## src/rtl/whole_pulse_gate.sv

```systemverilog
module whole_pulse_gate #(
  parameter int CNT_W       = 11,
  parameter int SYNC_STAGES = 2
) (
  input  logic             clk,
  input  logic             rst_n,
  input  logic             pulse_in,
  input  logic             gate_req,
  output logic             pulse_out,
  output logic             burst_on,
  output logic [CNT_W-1:0] burst_count
);
  localparam logic [CNT_W-1:0] CNT_MAX = '1;

  logic [SYNC_STAGES-1:0] p_sync, g_sync;
  logic p_last, en;
  logic p_now, g_now, trail, lead;

  assign p_now = p_sync[SYNC_STAGES-1];
  assign g_now = g_sync[SYNC_STAGES-1];
  assign trail = p_last & ~p_now;
  assign lead  = ~p_last & p_now & en;

  always_ff @(posedge clk) begin
    if (!rst_n) begin
      p_sync <= '0;
      g_sync <= '0;
      p_last <= 1'b0;
    end else begin
      p_sync <= {p_sync[SYNC_STAGES-2:0], pulse_in};
      g_sync <= {g_sync[SYNC_STAGES-2:0], gate_req};
      p_last <= p_now;
    end
  end

  always_ff @(posedge clk) begin
    if (!rst_n)     en <= 1'b0;
    else if (trail) en <= g_now;
  end

  always_ff @(posedge clk) begin
    if (!rst_n)
      burst_count <= '0;
    else if (trail && g_now && !en)
      burst_count <= '0;
    else if (lead && burst_count != CNT_MAX)
      burst_count <= burst_count + 1'b1;
  end

  assign pulse_out = p_now & en;
  assign burst_on  = en;
endmodule

```

## config.mk

```make
export PLATFORM = sky130hd
export DESIGN_NAME = whole_pulse_gate
export DESIGN_NICKNAME = d
export VERILOG_FILES = /design/src/rtl/whole_pulse_gate.sv
export SDC_FILE = /design/constraint.sdc
export NUM_CORES = 1
export LEC_CHECK = 0
export BUFFER_PORTS_ARGS = -buffer_cell sky130_fd_sc_hd__buf_2
export CORE_AREA = 4 4 49 51
export DETAILED_ROUTE_END_ITERATION = 6
export DIE_AREA = 0 0 53 55
export PLACE_DENSITY_LB_ADDON = 0.3
export SLEW_MARGIN = 25
export SYNTH_ARGS = -nofsm -noshare
export SYNTH_HDL_FRONTEND = slang
export SYNTH_SLANG_ARGS = --single-unit
```

## constraint.sdc

```tcl
create_clock -name clk -period 2.2 [get_ports clk]
set_input_delay 0.44 -clock clk [delete_from_list [all_inputs] [get_ports clk]]
set_output_delay 0.44 -clock clk [all_outputs]
set_load 0.01 [all_outputs]
```

==> results of run 1 <==
-- state kept, by name, indices dropped and copies added, names as in the netlist --
name	cells
burst_on	1
p_sync	2
burst_count	11
p_last	1
g_sync	2
-- cells by family (layout without fill, tap and decap cells) --
kind of cell / count (synthesis) / after routing / share of synthesized area (%)
flops: 17 / 17 / 44.7
fa+ha+maj: 1 / 1 / 1.64
simple gates: 40 / 40 / 33.7
mux: 2 / 2 / 2.63
buf+inv: 3 / 22 / 2.47
compound gates: 18 / 18 / 14.8
-- cell usage in the layout, fill, tap and decap left out, drive strengths merged --
| cell | n |
|---|---|
| nand4 | 2 |
| o41ai | 1 |
| a21oi | 7 |
| nand3 | 2 |
| nand2b | 1 |
| clkbuf | 3 |
| buf | 16 |
| or4 | 1 |
| clkinv | 1 |
| and3 | 1 |
| and2 | 6 |
| nand3b | 2 |
| o21a | 1 |
| nor4 | 3 |
| nand2 | 7 |
| o31ai | 3 |
| and2b | 1 |
| nor3 | 4 |
| and3b | 1 |
| inv | 2 |
| ha | 1 |
| dfxtp | 17 |
| o21ai | 3 |
| nor2 | 4 |
| or3 | 4 |
| o311ai | 1 |
| mux2i | 2 |
| o211ai | 2 |
| and4bb | 1 |
-- metal layers --
metal  vias to the layer above  part of all wire [%]  routed length (um)
li1                        339                     -                   -
met2                        15                    43                 620
met3                         5                   5.9                  85
met4                         0                   2.7                  39
met1                       305                    48                 689
met5                         -                     0                   0
-- stage by stage --
stage	setup slack (ps)	hold slack, ps	utilization, %	cells	total power, mW
after floorplan	676	412	-	81	0.331
after global placement	648	416	44.5	123	0.335
after detailed placement	597	425	44.5	123	0.336
after CTS	575	327	45.9	127	0.512
after global routing	408	337	45.9	127	0.524
final	597	342	45.9	127	0.498
-- worst max-delay path, stage by stage (launching register included) --
cell and delay (ps):
dfxtp_1 430, ha_1 220, nand2_1 130, nor4_2 440, or3_2 200, a21oi_1 50
-- final cells by class --
class | instances | area share, %
multi-input combinational | 61 | 45.1
clock buffer | 3 | 2.53
tap | 27 | 3.79
inverter | 2 | 0.843
sequential | 17 | 38.2
clock inverter | 1 | 0.562
timing repair buffer | 16 | 8.99
-- cells in the mapped netlist --
cell type,count,area [um2]
and3b_2,1,10.0
mux2i_1,2,20.0
ha_1,1,12.5
a21oi_1,7,35.0
and3_1,1,6.26
o21ai_0,3,15.0
o211ai_1,2,15.0
and2_1,4,25.0
nand4_4,1,21.3
o41ai_1,1,8.76
nand2_1,7,26.3
o21a_1,1,7.51
buf_6,1,11.3
or3_1,3,18.8
and2b_2,1,8.76
nand3_1,2,10.0
nand2b_1,1,6.26
dfxtp_1,17,340
or3_2,1,7.51
nand4_1,1,6.26
nand3b_1,2,15.0
and4bb_2,1,12.5
o311ai_0,1,8.76
o31ai_1,3,22.5
nor4_1,2,12.5
nor2_1,4,15.0
or4_1,1,7.51
inv_1,2,7.51
and2_2,2,15.0
nor4_2,1,12.5
nor3_1,4,20.0
-- worst min path at each step --
stage | cells past startpoint | end | slack [ps] | from
6_report | 2 | p_sync[0]$_SDFF_PN0_ | 340 | pulse_in
5_1_grt | 2 | p_sync[0]$_SDFF_PN0_ | 340 | pulse_in
4_1_cts | 2 | p_sync[0]$_SDFF_PN0_ | 330 | pulse_in
3_5_place_dp | 1 | p_sync[1]$_SDFF_PN0_ | 420 | p_sync[0]$_SDFF_PN0_
3_3_place_gp | 1 | p_sync[1]$_SDFF_PN0_ | 420 | p_sync[0]$_SDFF_PN0_
2_1_floorplan | 1 | g_sync[1]$_SDFF_PN0_ | 410 | g_sync[0]$_SDFF_PN0_
-- where the power goes --
group          internal (mW)  switching (mW)  leakage (nW)
Combinational        0.00659         0.00821         0.200
Sequential             0.312         0.00205         0.138
Clock                 0.0677           0.102        0.0177
Total                  0.386           0.112         0.356
==> results.toml, run 1 <==
[run_status]
status = "complete, no violations"

[synthesis]
synth_area_um2 = 761
synth_nets = 86
synthDistinctLibCells = 31
ys_ff_latch = 17
synth.avg_cell_area_um2 = 9.39
synthCells = 81
ys_warn_count = 0
yosysSeqAreaShare_pct = 44.7

[pwr]
leakagePower_nw = 0.356
pwr_density_cell_nw_per_um2 = 559
ir_drop_mv = 0.398

[clock_tree]
tritoncts = "built"
clock_sinks = 17
clk_pin_slew_worst_paths_ps = 100
numCtsBuffers = 3
post_cts_buffers = 0
root_buffer = "clkbuf_4"
cts_max_level = 1
cts_resized = 0
insertion_delay_ps = 290
clockBufferDepth = 2
cts_hold_buf = 0

[timing]
maxSlewViolCount = 0
max_clock_freq_mhz = 624
fin_crit_sh_pct = 72.9
hold_viol = 0
tns_ps = 0
slew_headroom_pct = 69.3
worstMarginPinSlew_ps = 457
fin_worst_skew_ps = 4.17
setup_viol = 0
grt_setup_unrepaired = "false"
finalCriticalPeriod_ps = 1600

[global_route]
top_usage_layer = "met2"
grt_pass1_vias = 561
grt_max_degree = 11
grt_use_met2_pct = 17.1
grt_overflow = 0
grt_usage_pct = 11.8
use_met3_pct = 3.22
antenna_found_initial = 0
use_met1_pct = 15.3
grt_pass1_wl_um = 2470

[worst_setup_path]
endpoint = "burst_count[3]$_SDFFE_PP0P_"
reg2reg_depth = 5
startpoint = "burst_count[0]$_SDFFE_PP0P_"
r2r_slack_ps = 600
required_ps = 2370
worstPathArrival_ps = 1780
startpoint_type = "flip-flop"
r2r_start = "burst_count[0]$_SDFFE_PP0P_"
endpoint_kind = "flip-flop"
crit_type = "flip-flop to flip-flop"
r2r_end = "burst_count[3]$_SDFFE_PP0P_"
path_max_fanout = 7

[layout]
multi_input_area_um2 = 402
nets = 106
fillCellCount = 204
final_area_um2 = 891
n_antenna_cell = 0
regArea_um2 = 340
areaGrowthSynthToFinish_pct = 17.1
layout-drive-gt1-share_pct = 28.0

[flow_run]
cap_violations = 0

[min_path]
hold_class = "input pin to flip-flop"

[routing]
avgRoutedWirePerCell_um = 11.3
final_antenna_net_count = 0
wl_um = 1440
drc = 0
firstDrtPassIters = 3
avgViaCountPerCell = 5.23
vias = 664
first_iter_violations = 2

[die]
dieArea_um2 = 2920
fp.dieH_um = 55
core_um2 = 1940
start_util_pct = 39.2
die_w_um = 53
ios = 17
rows = 16

[place]
placed_cell_area_um2 = 863
gp_congestion = 0.718
io_buffer_count = 16
place_hpwl_um = 1070
Note: power is estimated with default switching activity, not from simulation.
==> run 2: changes to the inputs <==
==> constraint.sdc (replaced) <==
create_clock -name clk -period 1.34 [get_ports clk]
set_input_delay 0.268 -clock clk [delete_from_list [all_inputs] [get_ports clk]]
set_output_delay 0.268 -clock clk [all_outputs]
set_load 0.01 [all_outputs]
==> run 2 against run 1 <==
Net effect: the run now ends with setup timing left; total power rose by 65%; global-route usage increased by 1.9 points; sequential cell count is the same; combinational power rose by 140%; cell count is 16% higher; fmax up 17%; clock skew shrank 0.92 ps; worst setup slack got worse by 620 ps; utilization is 14 points higher; die area did not move; clock power grew 64%; critical path type unchanged; critical endpoint is now burst_count[7]$_SDFFE_PP0P_; largest cell class unchanged; largest power group unchanged.
==> results.toml, run 2 (synthesized netlist as in run 1, its figures left out) <==
[die]
die_w_um = 53
core_um2 = 1940
fp.dieH_um = 55
rows = 16
ios = 17
start_util_pct = 39.2
dieArea_um2 = 2920

[global_route]
grt_max_degree = 11
grt_overflow = 0
grt_pass1_wl_um = 2930
antenna_found_initial = 0
grt_pass1_vias = 697
grt_usage_pct = 13.7

[pwr]
internal_power_mw = 0.635
ir_drop_mv = 0.511
pwr_density_cell_nw_per_um2 = 713
leakagePower_nw = 0.505
p_seq_share_pct = 61.9
p_sw_mw = 0.187
p_comb_share_pct = 4.4
clockPowerShare_pct = 33.7
switching_share_pct = 22.7
power.total_mw = 0.822

[routing]
avgRoutedWirePerCell_um = 11.6
avgViaCountPerCell = 5.09
first_iter_violations = 13
vias = 748
wl_um = 1700
firstDrtPassIters = 4
drc = 0
final_antenna_net_count = 0

[timing]
hold_viol = 0
grt_setup_unrepaired = "true"
fin_worst_skew_ps = 3.25
setup_ws_ps = -27.1
finalCriticalPeriod_ps = 1370
max_clock_freq_mhz = 731
hold_slack_ps = 179
setup_viol = 2
maxSlewViolCount = 0
fin_crit_sh_pct = 102
slew_headroom_pct = 75.1
worstMarginPinSlew_ps = 370

[min_path]
hold_class = "input pin to flip-flop"
hold_depth = 2

[layout]
final_core_util_pct = 59.4
largest_reg_flops = 11
n_antenna_cell = 0
final_cell_mix = "buf_4, buf_2, dfxtp_1"
layout-drive-gt1-share_pct = 57.5
reg_top3 = "burst_count: 11 flops, g_sync: 2 flops, p_sync: 2 flops"
nets = 126
areaGrowthSynthToFinish_pct = 51.6
final_common_cell = "buf_4"
instances_no_fill = 147
largest-register = "burst_count"

[place]
io_buffer_count = 16
gp_congestion = 0.773
place_hpwl_um = 1340
dp_cells = 142

[worst_setup_path]
path_max_fanout = 5
endpoint_kind = "flip-flop"
startpoint_type = "flip-flop"
crit_type = "flip-flop to flip-flop"
worstPathArrival_ps = 1610
required_ps = 1580
reg2reg_depth = 5

[clock_tree]
clock_sinks = 17
numCtsBuffers = 3
cts_hold_buf = 0
clockBufferDepth = 2
cts_max_level = 1
tritoncts = "built"
clk_pin_slew_worst_paths_ps = 100
insertion_delay_ps = 290
root_buffer = "clkbuf_4"

[flow_run]
cap_violations = 0

[run_status]
violations = "setup timing"
status = "finished with violations"
run 2: layout make-up:
cell class / count / area [um2]
tap: 27 / 33.8
timing repair buffer: 36 / 243
clock inverter: 1 / 5.00
sequential: 17 / 359
fill: 190 / 788
multi-input combinational: 61 / 483
inverter: 2 / 7.51
clock buffer: 3 / 22.5
run 2: repair_timing:
action                                  4_1_cts  5_1_grt
resized for setup                             8       12
buffers inserted                              0        1
pin swaps                                     1        3
endpoints found under the setup margin        7       12
run 2: through the flow:
stage	TNS, ps	instance area, um2	setup slack [ps]
floorplan	-4.46	818	-4.46
global placement	-19.7	1060	-14.6
detailed placement	-152	1060	-70.7
CTS	-23.6	1110	-12.0
global route	-567	1150	-113
finish	-32.7	1150	-27.1
run 2: path summary, 6_finish.rpt:
kind,startpoint,end,slack (ps)
max,burst_count[0]$_SDFFE_PP0P_,burst_count[7]$_SDFFE_PP0P_,-30
min,gate_req,g_sync[0]$_SDFF_PN0_,180
max reg2reg,burst_count[0]$_SDFFE_PP0P_,burst_count[7]$_SDFFE_PP0P_,-30
min reg2reg,p_sync[0]$_SDFF_PN0_,p_sync[1]$_SDFF_PN0_,440
run 2: power by group through the flow:
stage / registers [mW] / clock network (mW) / logic, mW
final: 0.509 / 0.277 / 0.0361
after global placement: 0.520 / 0 / 0.0317
after global routing: 0.510 / 0.313 / 0.0406
after floorplan: 0.520 / 0 / 0.0184
after detailed placement: 0.520 / 0 / 0.0331
after CTS: 0.509 / 0.291 / 0.0344
run 2: layer usage:
metal  routed length [um]  vias up  track usage (%)
met1                  752      344             16.3
met2                  841       16             22.7
met5                    0        -                0
met4                   34        0             7.66
li1                     -      384                -
met3                   74        4             3.49
run 2: critical path, stage by stage, from the launching register on:
cell	delay, ps
dfxtp_4	360
ha_4	160
nand2_4	100
nor3_1	80
or4_1	500
a21oi_2	120
